--- src/rtl/irqsel_pkg.sv ---
// Package: shared identifier constants for the interrupt selector.
// Assumes identifiers 0 and 1 are reserved for the fixed sources.
package irqsel_pkg;
    localparam int FIXED_SRCS = 2;   // number of fixed-priority sources
    localparam int ID_NMI     = 0;   // non-maskable request identifier
    localparam int ID_HFAULT  = 1;   // hard-fault identifier
endpackage

--- src/rtl/irqsel_gate.sv ---
// Module: per-source eligibility gate.
// Applies enable, pending, global mask, fault mask and threshold to each
// programmable source, and strips unimplemented low priority bits.
// Assumes priorities are MSB-aligned with IMPL_BITS implemented bits.
module irqsel_gate #(
    parameter int NUM_IRQ   = 8,
    parameter int PRIO_W    = 8,
    parameter int IMPL_BITS = 4
) (
    input  logic [NUM_IRQ-1:0]        en_i,
    input  logic [NUM_IRQ-1:0]        pend_i,
    input  logic [NUM_IRQ*PRIO_W-1:0] prio_i,
    input  logic                      primask_i,
    input  logic                      fmask_i,
    input  logic [PRIO_W-1:0]         thr_i,
    output logic [NUM_IRQ-1:0]        elig_o,
    output logic [NUM_IRQ*PRIO_W-1:0] prio_eff_o
);
    localparam int          DROP_BITS = PRIO_W - IMPL_BITS;
    localparam logic [PRIO_W-1:0] IMPL_MASK = {{IMPL_BITS{1'b1}}, {DROP_BITS{1'b0}}};

    logic [PRIO_W-1:0] thr_eff;
    logic              thr_off;
    logic              blocked_all;

    // Effective threshold and source-independent block conditions.
    assign thr_eff     = thr_i & IMPL_MASK;
    assign thr_off     = (thr_eff == '0);
    assign blocked_all = primask_i | fmask_i;

    for (genvar g = 0; g < NUM_IRQ; g++) begin : g_src
        logic [PRIO_W-1:0] p_eff;
        logic              under_thr;
        // Per-source effective priority and threshold test.
        assign p_eff     = prio_i[g*PRIO_W +: PRIO_W] & IMPL_MASK;
        assign under_thr = thr_off | (p_eff < thr_eff);
        assign elig_o[g] = en_i[g] & pend_i[g] & ~blocked_all & under_thr;
        assign prio_eff_o[g*PRIO_W +: PRIO_W] = p_eff;
    end
endmodule

--- src/rtl/irqsel_pick.sv ---
// Module: picks the most urgent eligible programmable source.
// Smallest priority value wins; on a tie the lowest index is kept because
// a later source must be strictly smaller to replace the current best.
module irqsel_pick #(
    parameter int NUM_IRQ = 8,
    parameter int PRIO_W  = 8,
    parameter int IDX_W   = (NUM_IRQ > 1) ? $clog2(NUM_IRQ) : 1
) (
    input  logic [NUM_IRQ-1:0]        elig_i,
    input  logic [NUM_IRQ*PRIO_W-1:0] prio_i,
    output logic                      found_o,
    output logic [IDX_W-1:0]          idx_o,
    output logic [PRIO_W-1:0]         prio_o
);
    // Linear scan over the sources in index order.
    always_comb begin
        found_o = 1'b0;
        idx_o   = '0;
        prio_o  = '0;
        for (int i = 0; i < NUM_IRQ; i++) begin
            if (elig_i[i] && (!found_o || (prio_i[i*PRIO_W +: PRIO_W] < prio_o))) begin
                found_o = 1'b1;
                idx_o   = IDX_W'(i);
                prio_o  = prio_i[i*PRIO_W +: PRIO_W];
            end
        end
    end
endmodule

--- src/rtl/irqsel_fmask.sv ---
// Module: fault-mask state bit.
// Set by a request pulse, cleared by handler return; return wins.
module irqsel_fmask (
    input  logic clk,
    input  logic rst_n,
    input  logic set_i,
    input  logic ret_i,
    output logic fmask_o
);
    // Hold the fault mask across cycles.
    always_ff @(posedge clk) begin
        if (!rst_n)     fmask_o <= 1'b0;
        else if (ret_i) fmask_o <= 1'b0;
        else if (set_i) fmask_o <= 1'b1;
    end
endmodule

--- src/rtl/irq_selector.sv ---
// Module: top of the prioritised interrupt selector.
// Ranks the non-maskable request, then the hard fault, then the programmable
// sources. It applies the masks and decides preemption on the group part
// only. Outputs are registered, so there is one cycle of latency.
// Assumes the running handler, when valid, has a programmable priority.
module irq_selector #(
    parameter int NUM_IRQ   = 8,
    parameter int PRIO_W    = 8,
    parameter int IMPL_BITS = 4,
    parameter int SPLIT_W   = $clog2(PRIO_W),
    parameter int ID_W      = $clog2(NUM_IRQ + irqsel_pkg::FIXED_SRCS)
) (
    input  logic                      clk,
    input  logic                      rst_n,
    input  logic [NUM_IRQ-1:0]        irq_en_i,
    input  logic [NUM_IRQ-1:0]        irq_pend_i,
    input  logic [NUM_IRQ*PRIO_W-1:0] irq_prio_i,
    input  logic                      nmi_req_i,
    input  logic                      hf_req_i,
    input  logic                      primask_i,
    input  logic                      fmask_set_i,
    input  logic                      fmask_ret_i,
    input  logic [PRIO_W-1:0]         basepri_i,
    input  logic [SPLIT_W-1:0]        split_i,
    input  logic                      run_valid_i,
    input  logic [PRIO_W-1:0]         run_prio_i,
    output logic [ID_W-1:0]           sel_id_o,
    output logic                      take_o,
    output logic                      preempt_o
);
    import irqsel_pkg::*;

    localparam int IDX_W     = (NUM_IRQ > 1) ? $clog2(NUM_IRQ) : 1;
    localparam int DROP_BITS = PRIO_W - IMPL_BITS;
    localparam logic [PRIO_W-1:0] IMPL_MASK = {{IMPL_BITS{1'b1}}, {DROP_BITS{1'b0}}};

    logic                      fmask_q;
    logic [NUM_IRQ-1:0]        elig;
    logic [NUM_IRQ*PRIO_W-1:0] prio_eff;
    logic                      found;
    logic [IDX_W-1:0]          win_idx;
    logic [PRIO_W-1:0]         win_prio;
    logic [PRIO_W-1:0]         grp_mask;
    logic [ID_W-1:0]           id_d;
    logic                      take_d;
    logic                      fixed_d;
    logic                      preempt_d;

    irqsel_fmask u_fmask (
        .clk     (clk),
        .rst_n   (rst_n),
        .set_i   (fmask_set_i),
        .ret_i   (fmask_ret_i),
        .fmask_o (fmask_q)
    );

    irqsel_gate #(
        .NUM_IRQ   (NUM_IRQ),
        .PRIO_W    (PRIO_W),
        .IMPL_BITS (IMPL_BITS)
    ) u_gate (
        .en_i       (irq_en_i),
        .pend_i     (irq_pend_i),
        .prio_i     (irq_prio_i),
        .primask_i  (primask_i),
        .fmask_i    (fmask_q),
        .thr_i      (basepri_i),
        .elig_o     (elig),
        .prio_eff_o (prio_eff)
    );

    irqsel_pick #(
        .NUM_IRQ (NUM_IRQ),
        .PRIO_W  (PRIO_W),
        .IDX_W   (IDX_W)
    ) u_pick (
        .elig_i  (elig),
        .prio_i  (prio_eff),
        .found_o (found),
        .idx_o   (win_idx),
        .prio_o  (win_prio)
    );

    // Group-part mask: bit b belongs to the group when it lies above the split.
    for (genvar b = 0; b < PRIO_W; b++) begin : g_grp
        assign grp_mask[b] = (b > int'(split_i));
    end

    // Fixed sources first, then the programmable winner.
    always_comb begin
        id_d    = '0;
        take_d  = 1'b0;
        fixed_d = 1'b0;
        if (nmi_req_i) begin
            id_d    = ID_W'(ID_NMI);
            take_d  = 1'b1;
            fixed_d = 1'b1;
        end else if (hf_req_i && !fmask_q) begin
            id_d    = ID_W'(ID_HFAULT);
            take_d  = 1'b1;
            fixed_d = 1'b1;
        end else if (found) begin
            id_d   = ID_W'(win_idx) + ID_W'(FIXED_SRCS);
            take_d = 1'b1;
        end
    end

    // Preemption compares the group parts only.
    always_comb begin
        preempt_d = take_d && (!run_valid_i || fixed_d ||
                    ((win_prio & grp_mask) < (run_prio_i & IMPL_MASK & grp_mask)));
    end

    // Register the decision once per clock.
    always_ff @(posedge clk) begin
        if (!rst_n) begin
            sel_id_o  <= '0;
            take_o    <= 1'b0;
            preempt_o <= 1'b0;
        end else begin
            sel_id_o  <= id_d;
            take_o    <= take_d;
            preempt_o <= preempt_d;
        end
    end

    // ---------------- assertions ----------------
    assert_preempt_needs_take_R7: assert property (@(posedge clk) disable iff (!rst_n)
        preempt_o |-> take_o);

    assert_idle_outputs_zero_R8: assert property (@(posedge clk) disable iff (!rst_n)
        !take_o |-> (sel_id_o == '0) && !preempt_o);

    assert_nmi_taken_next_R2: assert property (@(posedge clk) disable iff (!rst_n)
        nmi_req_i |=> take_o && (sel_id_o == ID_W'(ID_NMI)) && preempt_o);

    assert_primask_blocks_R4: assert property (@(posedge clk) disable iff (!rst_n)
        (primask_i && !nmi_req_i && !hf_req_i) |=> !take_o);

    assert_fmask_blocks_hf_R5: assert property (@(posedge clk) disable iff (!rst_n)
        (fmask_q && !nmi_req_i) |=> !take_o);

    assert_fmask_return_clears_R5: assert property (@(posedge clk) disable iff (!rst_n)
        fmask_ret_i |=> !fmask_q);
endmodule

--- config.mk ---
export PLATFORM = sky130hd
export DESIGN_NAME = irq_selector
export DESIGN_NICKNAME = d
export VERILOG_FILES = /design/src/rtl/irqsel_pkg.sv /design/src/rtl/irqsel_gate.sv /design/src/rtl/irqsel_pick.sv /design/src/rtl/irqsel_fmask.sv /design/src/rtl/irq_selector.sv
export SDC_FILE = /design/constraint.sdc
export NUM_CORES = 1
export LEC_CHECK = 0
export CORE_MARGIN = 4
export CORE_UTILIZATION = 46
export CTS_CLUSTER_DIAMETER = 50
export CTS_CLUSTER_SIZE = 10
export DETAILED_ROUTE_END_ITERATION = 8
export GPL_ROUTABILITY_DRIVEN = 0
export PLACE_DENSITY = 0.95
export SYNTH_ARGS = -nofsm -noshare
export SYNTH_HDL_FRONTEND = slang
export SYNTH_SLANG_ARGS = --single-unit
--- constraint.sdc ---
create_clock -name clk -period 29.7 [get_ports clk]
set_clock_uncertainty 0.05 [all_clocks]
set_input_delay 4.455 -clock clk [delete_from_list [all_inputs] [get_ports clk]]
set_output_delay 4.455 -clock clk [all_outputs]
set_load 0.01 [all_outputs]
* After elaboration in Yosys (flattened, before gate mapping)
Cells that the tools add are included.
Word-level totals: flip-flop bits (word level) 7, input port bits 107, output and inout bits 6, logic and storage cells 128
Operators by class: add/subtract/negate cells 1, magnitude comparators 23, multiplexer cells 30, bitwise logic cells 38, reduce and logical (&&, ||, !) cells 31
Operator list (number):
- $lt A8 B8 Y1 | 16
- $mux W8 | 8
- $and A1 B1 Y1 | 24
- $and A8 B8 Y8 | 2
- $mux W1 | 16
- $gt A3 B3 Y1 const A | 4
- $mux W3 | 4
- $logic_and A1 B1 Y1 | 9
- $logic_not A1 Y1 | 9
- $logic_or A1 B1 Y1 | 9
- $or A1 B1 Y1 | 9
- $logic_not A8 Y1 | 1
- $gt A2 B3 Y1 const A | 2
- $add A3 B2 Y4 const B | 1
- $mux W2 | 2
- $reduce_or A2 Y1 | 2
- $reduce_or A4 Y1 | 1
- $gt A1 B3 Y1 const A | 1
- $not A1 Y1 | 3

* Logic depth before layout (Yosys ltp)
depth after elaboration 37, mapped depth 70, depth with buffers taken out 67

* By module
From an unflattened synthesis, not the netlist that was laid out.
Unflattened totals: cells, all modules 512, area, all modules 3936.3 sq um
By module, submodules not included:
- irqsel_pick | instances 1, cells an instance 331, area each 2474.9 sq um, seq. area each 0.0 sq um
- irqsel_gate | instances 1, cells an instance 143, area each 1102.3 sq um, seq. area each 0.0 sq um
- irq_selector | instances 1, cells an instance 35, area each 322.8 sq um, seq. area each 120.1 sq um
- irqsel_fmask | instances 1, cells an instance 3, area each 36.3 sq um, seq. area each 20.0 sq um

* Worst setup path before layout
OpenSTA, ideal clock, no wires.
path type input port to flip-flop, start point in basepri_i[5], end point reg preempt_o, library setup time 0.069 ns, arrival time 17.457 ns, required time 29.581 ns, setup slack 12.124 ns, cell stages on the path 65, path buffers 4, cell sequence or4_1 buf_6 a21o_1 a31oi_2 nand2_1 ha_1 a21oi_1 o21ai_0 a21oi_1 mux2_2 ha_1 nand3_1 a21oi_1 inv_1 a211oi_1 nand4bb_1 clkbuf_1 mux2i_1 (+29 left out) a41o_1 buf_2 nand2_1 o21a_1 ha_1 a22o_1 nor4_1 a21oi_1 a41oi_4 mux2i_1 nor3b_2 ha_1 or4b_2 nor2_1 o21ai_0 o2111ai_1 a31oi_1 o21ai_1
Between the ends: cells in the longest elaborated chain, start to end 36, elaborated cells between the ends (all ways) 76, classes of those cells 16 x order compare; 19 x mux; 17 x bitwise; 24 x reduce/logical
RTL lines:
- start, declared | line irq_selector.sv:23 | input logic [PRIO_W-1:0] basepri_i,
- $lt A8 B8 Y1 or $logic_not A8 Y1 (tied branches) | line irqsel_gate.sv:36, irqsel_gate.sv:28
- $or A1 B1 Y1 | line irqsel_gate.sv:36 | assign under_thr = thr_off | (p_eff < thr_eff);
- $and A1 B1 Y1 | line irqsel_gate.sv:37 | assign elig_o[g] = en_i[g] & pend_i[g] & ~blocked_all & under_thr;
- $mux W8 or $mux W1 (tied branches) | line irqsel_pick.sv:21 | if (elig_i[i] && (!found_o || (prio_i[i*PRIO_W +: PRIO_W] < prio_o))) begin
- $lt A8 B8 Y1 or $logic_not A1 Y1 (tied branches) | line irqsel_pick.sv:21
- $logic_or A1 B1 Y1 | line irqsel_pick.sv:21
- $logic_and A1 B1 Y1 | line irqsel_pick.sv:21
- $mux W8 or $mux W1 (tied branches) | line irqsel_pick.sv:21
- (+20 left out)
- $lt A8 B8 Y1 or $logic_not A1 Y1 (tied branches) | line irqsel_pick.sv:21
- $logic_or A1 B1 Y1 | line irqsel_pick.sv:21
- $logic_and A1 B1 Y1 | line irqsel_pick.sv:21
- $mux W8 or $mux W1 (tied branches) | line irqsel_pick.sv:21
- $and A8 B8 Y8 or $mux W1 (tied branches) | line irq_selector.sv:111, irq_selector.sv:102
- $lt A8 B8 Y1 or $mux W1 (tied branches) | line irq_selector.sv:111, irq_selector.sv:98
- $logic_or A1 B1 Y1 or $mux W1 (tied branches) | line irq_selector.sv:110, irq_selector.sv:94
- $logic_and A1 B1 Y1 (*) | line irq_selector.sv:110 | preempt_d = take_d && (!run_valid_i || fixed_d ||
- end signal, assigned | line irq_selector.sv:123 | preempt_o <= preempt_d;
- end, declared | line irq_selector.sv:29 | output logic preempt_o
Every way passes the cells marked *; elsewhere a longest branch is shown, timed or not. A chain may end at the register's enable or synchronous reset.

* Worst setup path after layout
start point in basepri_i[4], end point reg preempt_o
The elaborated chain is that of the path after synthesis.

==> results.yml <==
status:
  status: "finished, final reports clean"
global_route:
  grt_pass1_vias: 2729
  antenna_found_initial: 0
  overflow: 0
  grt_util_all_layers: 0.224
  grt_max_degree: 15
  grt_pass1_wl_um: 11900
route:
  drtIter0Drc: 213
  via_per_inst: 6.09
  drt-total-wl_um: 7520
  vias: 2783
  route.detailed.drc: 0
  wl_per_cell_um: 16.5
  first_pass_iters: 5
  ant_nets: 0
floorplan:
  core_area_um2: 5140
  fp.dieH_um: 81.0
  std_cell_rows: 26
  start_util: 0.477
  die_w_um: 81.0
  ios: 113
  die_area_um2: 6560
critical_path:
  reg2reg_to: "preempt_o"
  worstPathArrival_ps: 20160
  critPathCaptureType: "flop"
  worstPathMaxFanout: 14
  start_kind: "input port"
  worstPathRequired_ps: 29810
  critPathSlowestCell: "or4_1"
  critical_path.max_stage_delay_ps: 770
  reg2regPathDepth: 59
  r2r-start: "u_fmask.fmask_o"
  crit_top_cell: "ha_1"
  r2r_slack_ps: 14800
  path_class: "in -> reg"
final_layout:
  design_area_um2: 3280
  final_common_cell: "clkdlybuf4s50_1"
  layout_common_cells: "clkdlybuf4s50_1, ha_1, nand2_1"
  diodes: 0
  syn_to_final_growth_pct: 33.6
  drive_above_1_share: 0.0646
  final_nets: 544
run:
  maxCapViolations: 0
yosys:
  synth_area_leaders: "ha_1, dfxtp_1, a21oi_1"
  seq_area_frac_synth: 0.0571
  async_flop_share: 0
  synth_area_per_cell_um2: 7.79
  synthesis.nets: 471
  netlist_area_um2: 2450
  yosys.area.top_type: "ha_1"
  synth-seq-cells: 7
  synth-edff-count: 0
  ys.flop_type: "dfxtp_1"
  synth_top_area_frac: 0.250
  synth_cell_type_count: 62
  yosysWarnings: 0
  synth_cells: 315
sta:
  finalHoldViolCount: 0
  drv_slew: 0
  rsz0062_at_grt: "no"
  worstMarginPinSlew_ps: 665
  finalCriticalPeriod_ps: 20050
  max_slew_margin: 0.557
  max_freq_ghz: 0.0499
  fin_crit_sh: 0.675
  setup_viol: 0
  finalWorstSetupSlack_ps: 9650
  tns_ps: 0
hold_path:
  worstHoldEndpoint: "u_fmask.fmask_o"
  holdPathStages: 2
  worstHoldStart: "u_fmask.fmask_o"
  hold_class: "reg -> reg"
clock_network:
  ctsHoldBuffers: 0
  cts_tree: "built"
  cts.sinks: 7
  cts_resized: 0
  postCtsSetupBuffers: 0
  insertion_delay_ps: 230
  clk_pin_slew_ps: 40
  cts_buffer_depth: 2
  cts-root-buf: "clkbuf_8"
  h-tree-depth: 1
  numCtsBuffers: 3
power_and_ir_drop:
  leakagePower_nw: 1.45
  power_density_nw_per_um2: 22.2
  power.total_w: 0.0000727
  ir_drop_mv: 0.0150
placed_design:
  place_area_um2: 3230
  io_buffer_count: 72
  place_ws_ps: 9640
  dp_hpwl_um: 6250
[Yosys cell counts (3+ instances only)]
library cell,number
a211o_1,3
a211oi_1,3
a21o_1,14
a21oi_1,25
a31oi_1,7
and2_1,3
and3_1,4
dfxtp_1,7
ha_1,49
inv_1,28
mux2_2,5
mux2i_1,9
nand2_1,30
nand2b_1,12
nand3_1,6
nor2_1,17
nor2b_1,6
nor4_1,3
o2111ai_1,5
o211ai_1,3
o21a_1,10
o21ai_0,12
o21ai_1,3
[flip-flops by register name (all words and copies together), names as in the netlist]
| name | cells |
|---|---|
| preempt_o | 1 |
| sel_id_o | 4 |
| take_o | 1 |
| u_fmask.fmask_o | 1 |
[report_power, final]
group | total (W) | internal, W | switching, W | leakage, nW
clock | 0.0000134 | 0.00000928 | 0.00000414 | 0.0228
sequential | 0.0000103 | 0.0000100 | 0.000000254 | 0.0576
combinational | 0.0000490 | 0.0000245 | 0.0000244 | 1.37
total | 0.0000727 | 0.0000439 | 0.0000288 | 1.45
[cell type report]
cell class,instances,area (um2)
fill,463,1860
sequential,7,140
inverter,28,105
timing repair buffer,73,728
tap,70,87.6
multi-input combinational,275,2170
clock buffer,4,45.0
[worst max-delay path, delay by kind of cell]
kind / cells / cell delay [ps]
AO/OA/AOI/OAI: 27 / 6550
adder cells (fa/ha/maj): 8 / 2380
buffers and inverters: 5 / 900
multiplexers: 6 / 2070
AND/OR/NAND/NOR: 14 / 3780
[metal layers]
layer,vias to the layer above,global-route usage,share of wire
li1,1344,-,-
met1,1288,0.263,0.41
met2,126,0.414,0.49
met3,25,0.0222,0.073
met4,0,0.0878,0.025
met5,-,0,0
[worst max path at each step]
stage                 startpoint        end  cells past startpoint
global placement    basepri_i[4]  preempt_o                     62
global route        basepri_i[4]  preempt_o                     62
finish              basepri_i[4]  preempt_o                     60
CTS                 basepri_i[4]  preempt_o                     62
floorplan           basepri_i[5]  preempt_o                     65
detailed placement  basepri_i[4]  preempt_o                     62
[cells by family (layout without fill, tap and decap cells)]
family	count (synthesis)	in the layout	synth area share
AO/OA/AOI/OAI	114	114	0.355
AND/OR/NAND/NOR	96	96	0.209
adder cells (fa/ha/maj)	49	49	0.250
buffers and inverters	33	105	0.0577
multiplexers	16	16	0.0719
flip-flops	7	7	0.0571
[through the flow]
stage	cells	hold WS, ps	utilization
floorplan	315	483	-
global placement	453	525	0.629
detailed placement	453	561	0.629
CTS	457	569	0.638
global route	457	609	0.638
finish	457	564	0.638
(Power assumes the default switching activity.)
